==> src/rtl/can_fc_pkg.sv <==
package can_fc_pkg;

  localparam int CNT_W  = 8;
  localparam int SEG_W  = 5;
  localparam int TYPE_W = 2;
  localparam int POS_W  = 5;

  typedef enum logic [1:0] {
    ND_ACTIVE  = 2'd0,
    ND_PASSIVE = 2'd1,
    ND_BUSOFF  = 2'd2
  } node_st_e;

  typedef struct packed {
    logic [TYPE_W-1:0] etype;
    logic              dir;
    logic [SEG_W-1:0]  seg;
  } err_cap_t;

  // sum with carry out; the carry marks a pass beyond the counter range
  function automatic logic [CNT_W:0] fc_wide_add(input logic [CNT_W-1:0] c,
                                                 input logic [CNT_W-1:0] s);
    return {1'b0, c} + {1'b0, s};
  endfunction

  function automatic logic [CNT_W-1:0] fc_sat_add(input logic [CNT_W-1:0] c,
                                                  input logic [CNT_W-1:0] s);
    logic [CNT_W:0] w;
    w = fc_wide_add(c, s);
    return w[CNT_W] ? '1 : w[CNT_W-1:0];
  endfunction

  function automatic logic [CNT_W-1:0] fc_dec(input logic [CNT_W-1:0] c);
    return (c == '0) ? '0 : c - CNT_W'(1);
  endfunction

  function automatic logic [CNT_W-1:0] fc_rx_success(input logic [CNT_W-1:0] c,
                                                     input logic [CNT_W-1:0] th,
                                                     input logic [CNT_W-1:0] re);
    return (c > th) ? re : fc_dec(c);
  endfunction

endpackage

==> src/rtl/fc_err_counters.sv <==
module fc_err_counters
  import can_fc_pkg::*;
#(
  parameter logic [CNT_W-1:0] TX_STEP     = 8'd8,
  parameter logic [CNT_W-1:0] RX_BIG_STEP = 8'd8,
  parameter logic [CNT_W-1:0] PASSIVE_TH  = 8'd127,
  parameter logic [CNT_W-1:0] RX_REENTER  = 8'd119
) (
  input  logic             clk,
  input  logic             rst_n,
  input  logic             clr,
  input  logic             recover,
  input  logic             tx_fail,
  input  logic             tx_ok,
  input  logic             rx_fail,
  input  logic             rx_fail_big,
  input  logic             rx_ok,
  output logic [CNT_W-1:0] tx_cnt,
  output logic [CNT_W-1:0] rx_cnt,
  output logic             bus_off
);

  logic [CNT_W:0] tx_sum;
  logic           tx_overflow;

  assign tx_sum      = fc_wide_add(tx_cnt, TX_STEP);
  assign tx_overflow = tx_sum[CNT_W];

  always_ff @(posedge clk or negedge rst_n) begin
    if (!rst_n) begin
      tx_cnt  <= '0;
      rx_cnt  <= '0;
      bus_off <= 1'b0;
    end else if (clr) begin
      tx_cnt  <= '0;
      rx_cnt  <= '0;
      bus_off <= 1'b0;
    end else if (bus_off) begin
      if (recover) begin
        tx_cnt  <= '0;
        rx_cnt  <= '0;
        bus_off <= 1'b0;
      end
    end else begin
      if (tx_fail) begin
        if (tx_overflow) begin
          tx_cnt  <= '1;
          bus_off <= 1'b1;
        end else begin
          tx_cnt <= tx_sum[CNT_W-1:0];
        end
      end else if (tx_ok) begin
        tx_cnt <= fc_dec(tx_cnt);
      end
      if (rx_fail_big)
        rx_cnt <= fc_sat_add(rx_cnt, RX_BIG_STEP);
      else if (rx_fail)
        rx_cnt <= fc_sat_add(rx_cnt, CNT_W'(1));
      else if (rx_ok)
        rx_cnt <= fc_rx_success(rx_cnt, PASSIVE_TH, RX_REENTER);
    end
  end

  // bus-off freezes both counters until recovery or clear
  p_busoff_frozen_r3: assert property (@(posedge clk) disable iff (!rst_n)
    (bus_off && !clr && !recover) |=> (bus_off && tx_cnt == '1 && $stable(rx_cnt)));

  // recovery clears everything
  p_recover_clears_r4: assert property (@(posedge clk) disable iff (!rst_n)
    (bus_off && recover) |=> (!bus_off && tx_cnt == '0 && rx_cnt == '0));

  // a transmit error moves the count by the fixed step unless bus-off follows
  p_tx_rise_r2: assert property (@(posedge clk) disable iff (!rst_n)
    (!bus_off && !clr && tx_fail) |=> (bus_off || tx_cnt == $past(tx_cnt) + TX_STEP));

  // clear by software write
  p_clear_r5: assert property (@(posedge clk) disable iff (!rst_n)
    clr |=> (tx_cnt == '0 && rx_cnt == '0 && !bus_off));

endmodule

==> src/rtl/fc_capture.sv <==
module fc_capture
  import can_fc_pkg::*;
(
  input  logic              clk,
  input  logic              rst_n,
  input  logic              clr,
  input  logic              err_evt,
  input  logic [TYPE_W-1:0] err_type,
  input  logic              err_dir,
  input  logic [SEG_W-1:0]  err_seg,
  input  logic              arb_lost,
  input  logic [POS_W-1:0]  arb_pos,
  output err_cap_t          cap_q,
  output logic [POS_W-1:0]  arb_q,
  output logic              ev_bus_err,
  output logic              ev_arb_lost
);

  err_cap_t cap_in;

  always_comb begin
    cap_in.etype = err_type;
    cap_in.dir   = err_dir;
    cap_in.seg   = err_seg;
  end

  always_ff @(posedge clk or negedge rst_n) begin
    if (!rst_n) begin
      cap_q       <= '0;
      arb_q       <= '0;
      ev_bus_err  <= 1'b0;
      ev_arb_lost <= 1'b0;
    end else begin
      ev_bus_err  <= err_evt;
      ev_arb_lost <= arb_lost;
      if (clr) begin
        cap_q <= '0;
        arb_q <= '0;
      end else begin
        if (err_evt)
          cap_q <= cap_in;
        if (arb_lost)
          arb_q <= arb_pos;
      end
    end
  end

  // the event pulse follows a reported error by one cycle
  p_ev_berr_r8: assert property (@(posedge clk) disable iff (!rst_n)
    ev_bus_err |-> $past(err_evt));

  // captured type matches the reported one
  p_cap_type_r8: assert property (@(posedge clk) disable iff (!rst_n)
    (err_evt && !clr) |=> (cap_q.etype == $past(err_type) && cap_q.seg == $past(err_seg)));

  // arbitration event follows the loss report
  p_ev_arb_r9: assert property (@(posedge clk) disable iff (!rst_n)
    (arb_lost && !clr) |=> (ev_arb_lost && arb_q == $past(arb_pos)));

endmodule

==> src/rtl/fc_state_eval.sv <==
module fc_state_eval
  import can_fc_pkg::*;
#(
  parameter logic [CNT_W-1:0] PASSIVE_TH = 8'd127
) (
  input  logic             clk,
  input  logic             rst_n,
  input  logic [CNT_W-1:0] tx_cnt,
  input  logic [CNT_W-1:0] rx_cnt,
  input  logic             bus_off,
  input  logic [CNT_W-1:0] limit,
  output logic             err_stat,
  output logic             passive,
  output node_st_e         node_state,
  output logic             ev_warn,
  output logic             ev_passive
);

  logic err_stat_q, bus_off_q, passive_q;

  assign err_stat = (tx_cnt >= limit) || (rx_cnt >= limit);
  assign passive  = (tx_cnt > PASSIVE_TH) || (rx_cnt > PASSIVE_TH);

  always_comb begin
    if (bus_off)      node_state = ND_BUSOFF;
    else if (passive) node_state = ND_PASSIVE;
    else              node_state = ND_ACTIVE;
  end

  always_ff @(posedge clk or negedge rst_n) begin
    if (!rst_n) begin
      err_stat_q <= 1'b0;
      bus_off_q  <= 1'b0;
      passive_q  <= 1'b0;
    end else begin
      err_stat_q <= err_stat;
      bus_off_q  <= bus_off;
      passive_q  <= passive;
    end
  end

  assign ev_warn    = (err_stat != err_stat_q) || (bus_off != bus_off_q);
  assign ev_passive = (passive != passive_q);

  // every change of the passive condition is reported
  p_passive_edge_r10: assert property (@(posedge clk) disable iff (!rst_n)
    !$stable(passive) |-> ev_passive);

  // every change of warning or bus-off status is reported
  p_warn_edge_r11: assert property (@(posedge clk) disable iff (!rst_n)
    (!$stable(err_stat) || !$stable(bus_off)) |-> ev_warn);

  // bus-off dominates the state encoding
  p_busoff_state_r7: assert property (@(posedge clk) disable iff (!rst_n)
    bus_off |-> (node_state == ND_BUSOFF));

endmodule

==> src/rtl/can_fault_conf.sv <==
module can_fault_conf
  import can_fc_pkg::*;
#(
  parameter logic [CNT_W-1:0] LIMIT_RST   = 8'd96,
  parameter logic [CNT_W-1:0] PASSIVE_TH  = 8'd127,
  parameter logic [CNT_W-1:0] RX_REENTER  = 8'd119,
  parameter logic [CNT_W-1:0] TX_STEP     = 8'd8,
  parameter logic [CNT_W-1:0] RX_BIG_STEP = 8'd8
) (
  input  logic        clk,
  input  logic        rst_n,
  input  logic        tx_fail,
  input  logic        tx_ok,
  input  logic        rx_fail,
  input  logic        rx_fail_big,
  input  logic        rx_ok,
  input  logic        recover,
  input  logic        err_evt,
  input  logic [1:0]  err_type,
  input  logic        err_dir,
  input  logic [4:0]  err_seg,
  input  logic        arb_lost,
  input  logic [4:0]  arb_pos,
  input  logic        wr_en,
  input  logic        wr_sel,
  input  logic [31:0] wr_data,
  output logic [31:0] cnt_word,
  output logic [7:0]  limit_word,
  output logic [31:0] status_word,
  output logic [1:0]  node_state,
  output logic        ev_warn,
  output logic        ev_passive,
  output logic        ev_bus_err,
  output logic        ev_arb_lost
);

  localparam int WORD_W  = 32;
  localparam int RX_LSB  = 16;
  localparam int RX_MSB  = RX_LSB + CNT_W - 1;

  logic [CNT_W-1:0] tx_cnt, rx_cnt, limit_q;
  logic             bus_off, clr, err_stat, passive;
  err_cap_t         cap_q;
  logic [POS_W-1:0] arb_q;
  node_st_e         st;

  assign clr = wr_en && !wr_sel && (wr_data == '0);

  always_ff @(posedge clk or negedge rst_n) begin
    if (!rst_n)
      limit_q <= LIMIT_RST;
    else if (wr_en && wr_sel)
      limit_q <= wr_data[CNT_W-1:0];
  end

  fc_err_counters #(
    .TX_STEP(TX_STEP), .RX_BIG_STEP(RX_BIG_STEP),
    .PASSIVE_TH(PASSIVE_TH), .RX_REENTER(RX_REENTER)
  ) u_cnt (
    .clk(clk), .rst_n(rst_n), .clr(clr), .recover(recover),
    .tx_fail(tx_fail), .tx_ok(tx_ok), .rx_fail(rx_fail),
    .rx_fail_big(rx_fail_big), .rx_ok(rx_ok),
    .tx_cnt(tx_cnt), .rx_cnt(rx_cnt), .bus_off(bus_off)
  );

  fc_capture u_cap (
    .clk(clk), .rst_n(rst_n), .clr(clr),
    .err_evt(err_evt), .err_type(err_type), .err_dir(err_dir), .err_seg(err_seg),
    .arb_lost(arb_lost), .arb_pos(arb_pos),
    .cap_q(cap_q), .arb_q(arb_q),
    .ev_bus_err(ev_bus_err), .ev_arb_lost(ev_arb_lost)
  );

  fc_state_eval #(.PASSIVE_TH(PASSIVE_TH)) u_st (
    .clk(clk), .rst_n(rst_n), .tx_cnt(tx_cnt), .rx_cnt(rx_cnt),
    .bus_off(bus_off), .limit(limit_q),
    .err_stat(err_stat), .passive(passive), .node_state(st),
    .ev_warn(ev_warn), .ev_passive(ev_passive)
  );

  always_comb begin
    cnt_word                 = '0;
    cnt_word[CNT_W-1:0]      = tx_cnt;
    cnt_word[RX_MSB:RX_LSB]  = rx_cnt;
  end

  always_comb begin
    status_word        = '0;
    status_word[23:22] = cap_q.etype;
    status_word[21]    = cap_q.dir;
    status_word[20:16] = cap_q.seg;
    status_word[12:8]  = arb_q;
    status_word[7]     = bus_off;
    status_word[6]     = err_stat;
  end

  assign limit_word = limit_q;
  assign node_state = st;

  // no stray bits in the counter word
  p_cnt_layout_r1: assert property (@(posedge clk) disable iff (!rst_n)
    (cnt_word[WORD_W-1:RX_MSB+1] == '0) && (cnt_word[RX_LSB-1:CNT_W] == '0));

  // limit holds unless written
  p_limit_hold_r6: assert property (@(posedge clk) disable iff (!rst_n)
    !(wr_en && wr_sel) |=> $stable(limit_word));

  // passive state only when a counter is above the threshold
  p_passive_state_r7: assert property (@(posedge clk) disable iff (!rst_n)
    (node_state == ND_PASSIVE) |-> passive);

endmodule

==> config.mk <==
export PLATFORM = sky130hd
export DESIGN_NAME = can_fault_conf
export DESIGN_NICKNAME = d
export VERILOG_FILES = /design/src/rtl/can_fc_pkg.sv /design/src/rtl/fc_err_counters.sv /design/src/rtl/fc_capture.sv /design/src/rtl/fc_state_eval.sv /design/src/rtl/can_fault_conf.sv
export SDC_FILE = /design/constraint.sdc
export NUM_CORES = 1
export LEC_CHECK = 0
export ABC_AREA = 1
export CAP_MARGIN = 0
export CORE_MARGIN = 2
export CORE_UTILIZATION = 40
export CTS_CLUSTER_DIAMETER = 50
export DETAILED_ROUTE_END_ITERATION = 10
export DONT_BUFFER_PORTS = 1
export PLACE_DENSITY = 0.55
export SYNTH_ARGS = -nofsm -noshare
export SYNTH_HDL_FRONTEND = slang
export SYNTH_SLANG_ARGS = --single-unit
==> constraint.sdc <==
create_clock -name clk -period 2.1 [get_ports clk]
set_clock_uncertainty 0.1 [all_clocks]
set_input_delay 0.42 -clock clk [delete_from_list [all_inputs] [get_ports clk]]
set_output_delay 0.42 -clock clk [all_outputs]
set_load 0.005 [all_outputs]
==> impl_metrics.tcl <==
set metrics [dict create \
    status "finished with violations" \
    violations "setup timing" \
    syn_area_sq_um 3610 \
    setup_ws_ns -0.279 \
    cts_sinks 43 \
    routedWlPerCell_microns 14.2 \
    cts_buffer_depth 2 \
    grt_pass1_vias 3078 \
    maxSlewViolCount 0 \
    gr-usage-all-layers_pct 19.0 \
    overflow 0 \
    yosysSeqAreaShare_pct 29.9 \
    setup_violations 2 \
    antenna_found_initial 0 \
    hold_viol_final 0 \
    vias_per_cell 4.91 \
    end_kind "output pin" \
    synth_flop_cell "dfrtp_1" \
    synth_cell_types 34 \
    cp-start-kind "flop" \
    cts_tree "built" \
    yosys_warnings 0 \
    avgSynthCellArea_sq_um 6.85 \
    crit_slowest_cell "dfstp_2" \
    clock.fmax_mhz 420 \
    layout_common_cells "132 x nand2_1, 59 x nor2_1, 56 x inv_1" \
    vias 3248 \
    r2r-start "u_cnt.rx_cnt[1]" \
    first_pass_iters 4 \
    design.die.area_sq_um 9810 \
    syn2layout_area_growth_pct 11.9 \
    grt_max_degree 44 \
    globalplace.congestion 0.846 \
    syn-instance-count 527 \
    rows 34 \
    synth-seq-cells 43 \
    power_density_nw_per_um2 1170 \
    criticalPathCategory "flop to output pin" \
    die_w_microns 99.0 \
    drv_cap 0 \
    path_cells "inv_4 > ha_4 > nand2_1 > nor2_2 > nand4_1 > nand3_2 > nor2_4 > inv_2 > nand2_2 > nand3_2" \
    final_nets 635 \
    period_needed_ns 2.38 \
    synth_area_leader_cell "dfrtp_1" \
    antenna_cells 0 \
    drc 0 \
    dp_hpwl_microns 7300 \
    yosys-top-cells-area "dfrtp_1 28%, nand2_1 14%, ha_1 8.7%, buf_4 7.7%, nor2_1 6.7%" \
    clk_pin_slew_worst_paths_ns 0.09 \
    final_common_cell "nand2_1" \
    numCtsBuffers 5 \
    total_leakage_power_nw 2.15 \
    die_y_microns 99.0 \
    arrival_ns 1.86 \
    portBuffers 0 \
    ant_nets 0 \
    rsz0062_at_grt "yes" \
    finish.utilization_pct 46.3 \
    core_area_sq_um 8720 \
    slowest_delay_ns 0.57 \
    async_flop_share_pct 100 \
    max-vdd-ir-drop_v 0.000471 \
    cts_htree_levels 2 \
    cp_data_required_time_ns 1.58 \
    hp-class "input pin to flop" \
    start_util_pct 41.4 \
    drt_iter0_drc 95 \
    io_pins 135 \
    clk_latency_ns 0.30 \
    path_common_cell "nand3_2" \
    root_buffer "clkbuf_8" \
    startpoint "limit_word[5]" \
    final_layout_size_suffix_gt1_share_pct 15.9 \
    post-route-period-util_pct 113 \
    yosysTopAreaCellShare_pct 28.4 \
    synth-edff-count 0 \
    crit_path_max_fanout 3 \
    min_from "arb_lost" \
    wirelength_microns 9400 \
    dp.cells 647 \
    fin_cells 662 \
    grt_pass1_wl_microns 15000 \
]
what timing repair did:
action                     in CTS  in global routing
setup buffers                   3                  2
setup endpoints to repair       2                  6
pin swaps                       4                  8
hold endpoints to repair       43                  0
resized for setup              13                 20
hold buffers                    2                  0
layout make-up:
class,instances,area (sq um)
multi-input cells,403,2190
well taps,108,135
repair buffers,36,297
flip-flops and latches,43,1080
clock inverters,3,25.0
fillers,906,4680
clock buffers,5,68.8
inverters,64,250
registers in the layout (all words and copies together), names as in the netlist:
register / count
u_st.bus_off_q: 1
u_st.err_stat_q: 1
u_cnt.tx_cnt: 8
limit_word: 8
u_cap.ev_arb_lost: 1
u_cap.cap_q: 8
u_cap.arb_q: 5
u_st.passive_q: 1
u_cnt.bus_off: 1
u_cnt.rx_cnt: 8
u_cap.ev_bus_err: 1
Yosys cell counts, types with 2 or more instances:
cell and instances:
nand3_1 47, nand2_1 136, a21oi_1 34, inv_1 63, o21ai_1 7, nand4_1 14
xnor2_1 4, clkbuf_1 4, dfrtp_1 41, dfstp_2 2, xor2_1 7, nor2_2 3
nor2_1 64, nand3_2 3, o21ai_0 8, nor3_1 3, ha_1 25, o21a_1 2
buf_2 8, nand2_4 2, buf_4 37
worst paths after layout:
kind,depth (start not counted),end,slack (ns)
worst min register to register,0,u_st.bus_off_q,0.44
worst min-delay path,0,u_cap.ev_arb_lost,0.03
min in group asynchronous,2,u_cnt.tx_cnt[0],0.51
worst max-delay path,10,ev_warn,-0.28
max in group asynchronous,2,limit_word[6],1.11
worst max register to register,10,u_cnt.rx_cnt[5],0.19
power breakdown:
part / internal (mW) / total, mW / switching (mW)
registers: 1.05 / 1.24 / 0.184
logic: 1.19 / 2.93 / 1.73
clock network: 0.238 / 0.564 / 0.326
total: 2.49 / 4.73 / 2.24
logic make-up after synthesis:
group	after synthesis	synth area share (%)
XOR/XNOR	11	2.67
AND/OR/NAND/NOR	278	34.1
buffers and inverters	113	16.0
flip-flops	43	29.9
AO/OA/AOI/OAI	55	8.31
multiplexers	1	0.312
adder cells (fa/ha/maj)	25	8.66
other	1	0.104
through the flow:
stage	power, mW	setup TNS [ns]	hold WS (ns)	area (sq um)	setup WS (ns)
6_report	4.73	-0.537	0.0330	4040	-0.279
5_1_grt	5.21	-0.710	0.00608	4040	-0.370
4_1_cts	4.61	-0.537	0.0194	3960	-0.274
3_5_place_dp	3.88	-0.225	0.0261	3750	-0.120
3_3_place_gp	3.84	-0.102	0.0257	3750	-0.0533
2_1_floorplan	3.15	0	0.0244	3730	0.0995
per-layer routing:
metal | track usage, % | up-vias | wire (microns)
met1 | 24.7 | 1493 | 4180
li1 | - | 1668 | -
met5 | 0 | - | 0
met2 | 32.8 | 80 | 4710
met4 | 4.11 | 0 | 78
met3 | 3.55 | 7 | 437
worst max-delay path: cells and delay by family (launching register included):
family | cells | cell delay [ns]
adders and majority gates | 1 | 0.27
buffers and inverters | 2 | 0.12
DFF | 1 | 0.57
and+or+nand+nor | 7 | 0.60
No activity file was read; power rests on OpenSTA's default activity.
